`config.mk`:
```
export PLATFORM = sky130hd
export DESIGN_NAME = nand_mmio_host
export DESIGN_NICKNAME = d
export VERILOG_FILES = /design/src/rtl/nand_host_pkg.sv /design/src/rtl/nand_addr_decode.sv /design/src/rtl/nand_cycle_engine.sv /design/src/rtl/nand_status_unit.sv /design/src/rtl/nand_mmio_host.sv
export SDC_FILE = /design/constraint.sdc
export NUM_CORES = 1
export LEC_CHECK = 0
export BUFFER_PORTS_ARGS = -buffer_cell sky130_fd_sc_hd__buf_2
export CORE_MARGIN = 3
export CORE_UTILIZATION = 52
export DETAILED_ROUTE_END_ITERATION = 8
export PLACE_DENSITY = 0.9
export SYNTH_ARGS = -nofsm -noshare
export SYNTH_HDL_FRONTEND = slang
export SYNTH_SLANG_ARGS = --single-unit
```
`constraint.sdc`:
```
create_clock -name clk_i -period 3.6 [get_ports clk_i]
set_clock_uncertainty 0.2 [all_clocks]
set_input_delay 0.18 -clock clk_i [delete_from_list [all_inputs] [get_ports clk_i]]
set_output_delay 0.18 -clock clk_i [all_outputs]
set_load 0.01 [all_outputs]
```
`src/rtl/nand_host_pkg.sv`:
```
package nand_host_pkg;
  typedef enum logic [1:0] {PH_IDLE, PH_SETUP, PH_STROBE, PH_HOLD} phase_e;
  typedef enum logic [2:0] {SEL_NONE, SEL_DATA, SEL_CTL, SEL_BYTE, SEL_STAT} sel_e;
  localparam int CTL_W = 5;
  localparam logic [CTL_W-1:0] CTL_RESET = 5'h01;
endpackage

```
`src/rtl/nand_addr_decode.sv`:
```
module nand_addr_decode
  import nand_host_pkg::*;
#(
  parameter int ADDR_W    = 12,
  parameter int DATA_SPAN = 2048
) (
  input  logic [ADDR_W-1:0] addr_i,
  output sel_e              sel_o
);
  localparam logic [ADDR_W-5:0] REG_BLK   = (ADDR_W-4)'(DATA_SPAN / 16);
  localparam logic [ADDR_W-1:0] STAT_ADDR = ADDR_W'(DATA_SPAN + 16);
  localparam logic [ADDR_W-1:0] SPAN_A    = ADDR_W'(DATA_SPAN);

  always_comb begin
    if (addr_i < SPAN_A)                        sel_o = SEL_DATA;
    else if (addr_i[ADDR_W-1:4] == REG_BLK)     sel_o = addr_i[0] ? SEL_BYTE : SEL_CTL;
    else if (addr_i == STAT_ADDR)               sel_o = SEL_STAT;
    else                                        sel_o = SEL_NONE;
  end
endmodule

```
`src/rtl/nand_cycle_engine.sv`:
```
module nand_cycle_engine
  import nand_host_pkg::*;
#(
  parameter int SETUP_CYC  = 2,
  parameter int STROBE_CYC = 3,
  parameter int HOLD_CYC   = 2
) (
  input  logic       clk_i,
  input  logic       rst_ni,
  input  logic       start_i,
  input  logic       is_read_i,
  input  logic [1:0] tag_i,
  input  logic [7:0] wbyte_i,
  input  logic [7:0] io_i,
  output logic       busy_o,
  output logic       we_n_o,
  output logic       re_n_o,
  output logic       oe_o,
  output logic [7:0] byte_o,
  output logic       done_o,
  output logic       done_rd_o,
  output logic [1:0] tag_o
);
  localparam int MAX_AB = (SETUP_CYC > STROBE_CYC) ? SETUP_CYC : STROBE_CYC;
  localparam int MAX_C  = (MAX_AB > HOLD_CYC) ? MAX_AB : HOLD_CYC;
  localparam int CNT_W  = $clog2(MAX_C + 1);

  phase_e           ph_q;
  logic [CNT_W-1:0] cnt_q;
  logic             rd_q, done_q;
  logic [1:0]       tag_q;
  logic [7:0]       byte_q;
  logic             last;

  assign last = (cnt_q == '0);

  always_ff @(posedge clk_i or negedge rst_ni) begin
    if (!rst_ni) begin
      ph_q   <= PH_IDLE;
      cnt_q  <= '0;
      rd_q   <= 1'b0;
      done_q <= 1'b0;
      tag_q  <= '0;
      byte_q <= '0;
    end else begin
      done_q <= 1'b0;
      unique case (ph_q)
        PH_IDLE: if (start_i) begin
          ph_q   <= PH_SETUP;
          cnt_q  <= CNT_W'(SETUP_CYC - 1);
          rd_q   <= is_read_i;
          tag_q  <= tag_i;
          byte_q <= wbyte_i;
        end
        PH_SETUP: if (last) begin
          ph_q  <= PH_STROBE;
          cnt_q <= CNT_W'(STROBE_CYC - 1);
        end else cnt_q <= cnt_q - 1'b1;
        PH_STROBE: if (last) begin
          ph_q  <= PH_HOLD;
          cnt_q <= CNT_W'(HOLD_CYC - 1);
          if (rd_q) byte_q <= io_i;   // sample just before the strobe rises
        end else cnt_q <= cnt_q - 1'b1;
        PH_HOLD: if (last) begin
          ph_q   <= PH_IDLE;
          done_q <= 1'b1;
        end else cnt_q <= cnt_q - 1'b1;
        default: ph_q <= PH_IDLE;
      endcase
    end
  end

  assign busy_o    = (ph_q != PH_IDLE);
  assign we_n_o    = !((ph_q == PH_STROBE) && !rd_q);
  assign re_n_o    = !((ph_q == PH_STROBE) && rd_q);
  assign oe_o      = busy_o && !rd_q;
  assign byte_o    = byte_q;
  assign done_o    = done_q;
  assign done_rd_o = done_q && rd_q;
  assign tag_o     = tag_q;
endmodule

```
`src/rtl/nand_status_unit.sv`:
```
module nand_status_unit (
  input  logic clk_i,
  input  logic rst_ni,
  input  logic rb_n_i,
  input  logic arm_i,
  input  logic stat_rd_i,
  output logic ready_o,
  output logic cmd_done_o
);
  logic meta_q, sync_q, prev_q, pend_q, done_q;
  logic rise;

  assign rise = sync_q && !prev_q;

  always_ff @(posedge clk_i or negedge rst_ni) begin
    if (!rst_ni) begin
      meta_q <= 1'b1;
      sync_q <= 1'b1;
      prev_q <= 1'b1;
      pend_q <= 1'b0;
      done_q <= 1'b0;
    end else begin
      meta_q <= rb_n_i;
      sync_q <= meta_q;
      prev_q <= sync_q;
      if (arm_i)              pend_q <= 1'b1;
      else if (pend_q && rise) pend_q <= 1'b0;
      if (pend_q && rise)     done_q <= 1'b1;
      else if (stat_rd_i)     done_q <= 1'b0;
    end
  end

  assign ready_o    = sync_q;
  assign cmd_done_o = done_q;
endmodule

```
`src/rtl/nand_mmio_host.sv`:
```
module nand_mmio_host
  import nand_host_pkg::*;
#(
  parameter int ADDR_W     = 12,
  parameter int DATA_SPAN  = 2048,
  parameter int SETUP_CYC  = 2,
  parameter int STROBE_CYC = 3,
  parameter int HOLD_CYC   = 2
) (
  input  logic              clk_i,
  input  logic              rst_ni,
  input  logic [ADDR_W-1:0] addr_i,
  input  logic              wr_i,
  input  logic              rd_i,
  input  logic [7:0]        wdata_i,
  output logic [7:0]        rdata_o,
  output logic              rvalid_o,
  input  logic [7:0]        nand_io_i,
  output logic [7:0]        nand_io_o,
  output logic              nand_io_oe_o,
  output logic              nand_cle_o,
  output logic              nand_ale_o,
  output logic              nand_ce_n_o,
  output logic              nand_we_n_o,
  output logic              nand_re_n_o,
  input  logic              nand_rb_n_i,
  output logic              ecc_stb_o,
  output logic [7:0]        ecc_byte_o
);
  sel_e             sel;
  logic [CTL_W-1:0] ctl_q;
  logic             rd_req, cyc_busy, cyc_start, cyc_done, cyc_done_rd;
  logic [1:0]       tag_in, tag_out;
  logic [7:0]       cyc_byte, rsp_q;
  logic             rsp_v_q, stat_rd, rdy, cmd_done;
  logic [7:0]       reg_mux;

  nand_addr_decode #(.ADDR_W(ADDR_W), .DATA_SPAN(DATA_SPAN)) u_dec (
    .addr_i(addr_i), .sel_o(sel)
  );

  assign rd_req    = rd_i && !wr_i;
  assign cyc_start = !cyc_busy &&
                     ((wr_i && (sel == SEL_DATA || sel == SEL_BYTE)) ||
                      (rd_req && sel == SEL_DATA));
  // tag: [1] data window, [0] CLE level at launch
  assign tag_in    = {sel == SEL_DATA, ctl_q[1]};

  nand_cycle_engine #(
    .SETUP_CYC(SETUP_CYC), .STROBE_CYC(STROBE_CYC), .HOLD_CYC(HOLD_CYC)
  ) u_eng (
    .clk_i(clk_i), .rst_ni(rst_ni), .start_i(cyc_start), .is_read_i(rd_req),
    .tag_i(tag_in), .wbyte_i(wdata_i), .io_i(nand_io_i), .busy_o(cyc_busy),
    .we_n_o(nand_we_n_o), .re_n_o(nand_re_n_o), .oe_o(nand_io_oe_o),
    .byte_o(cyc_byte), .done_o(cyc_done), .done_rd_o(cyc_done_rd), .tag_o(tag_out)
  );

  assign stat_rd = rd_req && (sel == SEL_STAT);

  nand_status_unit u_sts (
    .clk_i(clk_i), .rst_ni(rst_ni), .rb_n_i(nand_rb_n_i),
    .arm_i(cyc_done && !tag_out[1] && tag_out[0]),
    .stat_rd_i(stat_rd), .ready_o(rdy), .cmd_done_o(cmd_done)
  );

  always_comb begin
    unique case (sel)
      SEL_CTL:  reg_mux = {{(8-CTL_W){1'b0}}, ctl_q};
      SEL_STAT: reg_mux = {4'b0, rdy, cyc_busy, cmd_done, 1'b0};
      default:  reg_mux = 8'h00;
    endcase
  end

  always_ff @(posedge clk_i or negedge rst_ni) begin
    if (!rst_ni) begin
      ctl_q   <= CTL_RESET;
      rsp_q   <= '0;
      rsp_v_q <= 1'b0;
    end else begin
      if (wr_i && sel == SEL_CTL) ctl_q <= wdata_i[CTL_W-1:0];
      rsp_v_q <= rd_req && (sel != SEL_DATA);
      if (rd_req && sel != SEL_DATA) rsp_q <= reg_mux;
    end
  end

  // a finishing data read takes the response slot over a register read
  assign rvalid_o    = rsp_v_q || cyc_done_rd;
  assign rdata_o     = cyc_done_rd ? cyc_byte : rsp_q;
  assign nand_io_o   = cyc_byte;
  assign nand_ce_n_o = ctl_q[0];
  assign nand_cle_o  = ctl_q[1];
  assign nand_ale_o  = ctl_q[2];
  assign ecc_stb_o   = cyc_done && tag_out[1];
  assign ecc_byte_o  = cyc_byte;
endmodule

```
==> impl_metrics.py <==
metrics = {
    "floorplan": {
        "core_area_um2": 3130,
        "dieArea_um2": 4070,
        "die_h_um": 63.8,
        "start_util_pct": 55.5,
        "fp-row-count": 20,
        "io_pins": 65,
        "die_w_um": 63.8,
    },
    "logic_synthesis": {
        "ys_ff_latch": 32,
        "synth-warning-count": 0,
        "synthCells": 144,
        "synth_edf_count": 0,
        "async_flop_share_pct": 100,
        "synth.distinct_cells": 35,
        "ys.flop_type": "dfrtp_1",
        "synth_nets": 184,
        "netlist_area_um2": 1740,
        "syn_area_per_cell_um2": 12.1,
        "ys_seq_area_share_pct": 46.4,
    },
    "sta": {
        "tns_ns": 0,
        "final-setup-viol-count": 0,
        "slew_viol_final": 0,
        "finalHoldViolations": 0,
        "slew_headroom_pct": 54.5,
        "min_period_ns": 2.60,
        "max_freq_mhz": 385,
        "rsz0062_at_grt": "false",
        "finalCritPeriodShare_pct": 72.2,
        "holdWs_ns": 0.00910,
        "worst_slack_ns": 1.00,
        "worstMarginPinSlew_ns": 0.682,
    },
    "placement": {
        "gp_congestion": 0.809,
        "io_buffers": 64,
        "pre_cts_slack_ns": 1.25,
        "dp_hpwl_um": 2990,
    },
    "layout": {
        "nNetsFinal": 260,
        "syn2layout_area_growth_pct": 30.1,
        "num_antenna_cells": 0,
        "final_layout_size_suffix_gt1_share_pct": 50.2,
    },
    "routing": {
        "post_drt_wl_per_cell_um": 15.6,
        "drt_iter0_drc": 72,
        "viasPerCell": 5.17,
        "firstDrtPassIters": 4,
        "antenna_left": 0,
        "drc": 0,
        "via_count": 1370,
        "wirelength_um": 4140,
    },
    "clock_network": {
        "cts_buffers": 5,
        "post_cts_buffers": 0,
        "max-clock-path-buffers": 2,
        "clockRootBuffer": "clkbuf_4",
        "cts_sinks": 32,
        "clkTransAtPathRegs_ns": 0.11,
        "insertion_delay_ns": 0.34,
        "cts_tree": "yes",
        "cts.htree.levels": 2,
    },
    "power_and_ir_drop": {
        "p_leak_uw": 0.00117,
        "power_frac_clock_pct": 17.5,
        "combPwrFrac_pct": 48.2,
        "power.internal_uw": 992,
        "ir_drop_mv": 0.541,
        "p_per_area_nw_per_um2": 695,
        "pwr-share-seq_pct": 34.3,
        "p_switching_uw": 577,
        "swShare_pct": 36.8,
        "fin_total_pwr_uw": 1570,
    },
    "global_route": {
        "overflow": 0,
        "grt_util_all_layers_pct": 21.6,
        "grt_pass1_wl_um": 6680,
        "grt_pass1_vias": 1377,
        "antenna_found_initial": 0,
        "grt_max_degree": 33,
    },
    "job": {
        "cap_violations": 0,
    },
    "critical_path": {
        "endpoint_kind": "flip-flop",
        "start_kind": "flip-flop",
        "arrival_ns": 2.63,
        "cp.required_ns": 3.63,
        "critPathMaxFanout": 15,
        "path_class": "flip-flop to flip-flop",
    },
    "outcome": {
        "status": "finished clean",
    },
    "min_path": {
        "worstHoldPathType": "primary input to flip-flop",
    },
}
==> power by group through the flow <==
stage	clock network (uW)	logic, uW	registers (uW)
6_report	275	756	538
5_1_grt	297	821	555
4_1_cts	279	749	536
3_5_place_dp	0	730	544
3_3_place_gp	0	705	537
2_1_floorplan	0	579	544
==> what timing repair did <==
action | CTS | global route
hold buffers | 13 | 2
hold endpoints to repair | 39 | 1
resized for setup | 0 | 0
==> layer usage <==
layer / GRT usage [%] / share of wire, %
met3: 5.10 / 4.3
met2: 38.6 / 53
met5: 0 / 0
met1: 25.4 / 41
met4: 7.28 / 1.3
==> critical path: stages (launching register included) <==
cell           delay [ns]
dfrtp_1              0.43
inv_1                0.10
ha_1                 0.55
mux2_2               0.41
dlygate4sd3_1        0.55
mux2_4               0.26
==> sequential cells by signal (all words and copies together) (netlist names) <==
register,count
u_sts.meta_q,1
u_sts.prev_q,1
u_eng.rd_q,1
u_eng.tag_o,2
rsp_v_q,1
u_eng.cnt_q,2
u_sts.ready_o,1
rsp_q,5
u_eng.done_o,1
u_sts.pend_q,1
u_eng.byte_o,8
ctl_q,5
u_sts.cmd_done_o,1
u_eng.ph_q,2
==> cell usage in the layout (no fill, tap or decap), drive strengths merged, types with 2 or more instances in the layout <==
cell type	netlist	routed
buf	10	64
mux2	29	29
dfrtp	28	28
dlygate4sd3	0	15
inv	9	9
o21ai	7	7
ha	7	7
nor2	6	6
nand2	5	5
a21oi	5	5
clkbuf	0	5
dfstp	4	4
and3	3	3
nand2b	3	3
a22oi	3	3
and2	3	3
nand3	3	3
o21a	2	2
nor3	2	2
a22o	2	2
nor4	2	2
==> cell type report <==
class	instances	area [um2]
Clock buffer	5	37.5
Timing Repair Buffer	79	470
Multi-Input combinational cell	93	813
Tap cell	44	55.1
Inverter	9	33.8
Sequential cell	32	806
Fill cell	197	870
Clock inverter	3	42.5
==> logic make-up (layout without fill, tap and decap cells) <==
| family | Yosys count | after routing | share of synthesized area [%] |
|---|---|---|---|
| multiplexers | 29 | 29 | 20.5 |
| buffers and inverters | 19 | 96 | 6.71 |
| AND/OR/NAND/NOR | 32 | 32 | 11.6 |
| adder cells (fa/ha/maj) | 7 | 7 | 5.05 |
| flip-flops | 32 | 32 | 46.4 |
| AO/OA/AOI/OAI | 25 | 25 | 9.66 |
==> worst paths after layout <==
path	from	end	slack (ns)	cells past startpoint
max	u_eng.ph_q[0]	u_eng.byte_o[6]	1.00	5
min	nand_io_i[1]	u_eng.byte_o[1]	0.009	3
max reg2reg	u_eng.ph_q[0]	u_eng.byte_o[6]	1.00	5
min reg2reg	u_sts.meta_q	u_sts.ready_o	0.16	0
max in group asynchronous	rst_ni	ctl_q[3]	2.55	2
min in group asynchronous	rst_ni	ctl_q[2]	0.21	2
==> cells in the mapped netlist (2+ instances only) <==
library cell	count	area, um2
buf_4	8	60.1
a22o_1	2	17.5
nor3_1	2	10.0
a21oi_1	5	25.0
a22oi_1	3	22.5
and3_1	3	18.8
and2_1	2	12.5
o21a_1	2	15.0
dfrtp_1	28	701
nor2_1	6	22.5
nand2b_1	3	18.8
nand2_1	5	18.8
buf_6	2	22.5
dfstp_2	4	105
nand3_1	2	10.0
mux2_2	21	236
mux2_4	8	120
inv_1	9	33.8
o21ai_0	7	35.0
ha_1	7	87.6
==> metrics by stage <==
| step | utilization, % | area (um2) | instances |
|---|---|---|---|
| after floorplan | - | 1740 | 144 |
| after global routing | 72.2 | 2260 | 265 |
| after CTS | 71.6 | 2240 | 263 |
| after global placement | 64.8 | 2030 | 242 |
| final | 72.2 | 2260 | 265 |
| after detailed placement | 64.8 | 2030 | 242 |
Power figures use the tool's default switching activity.
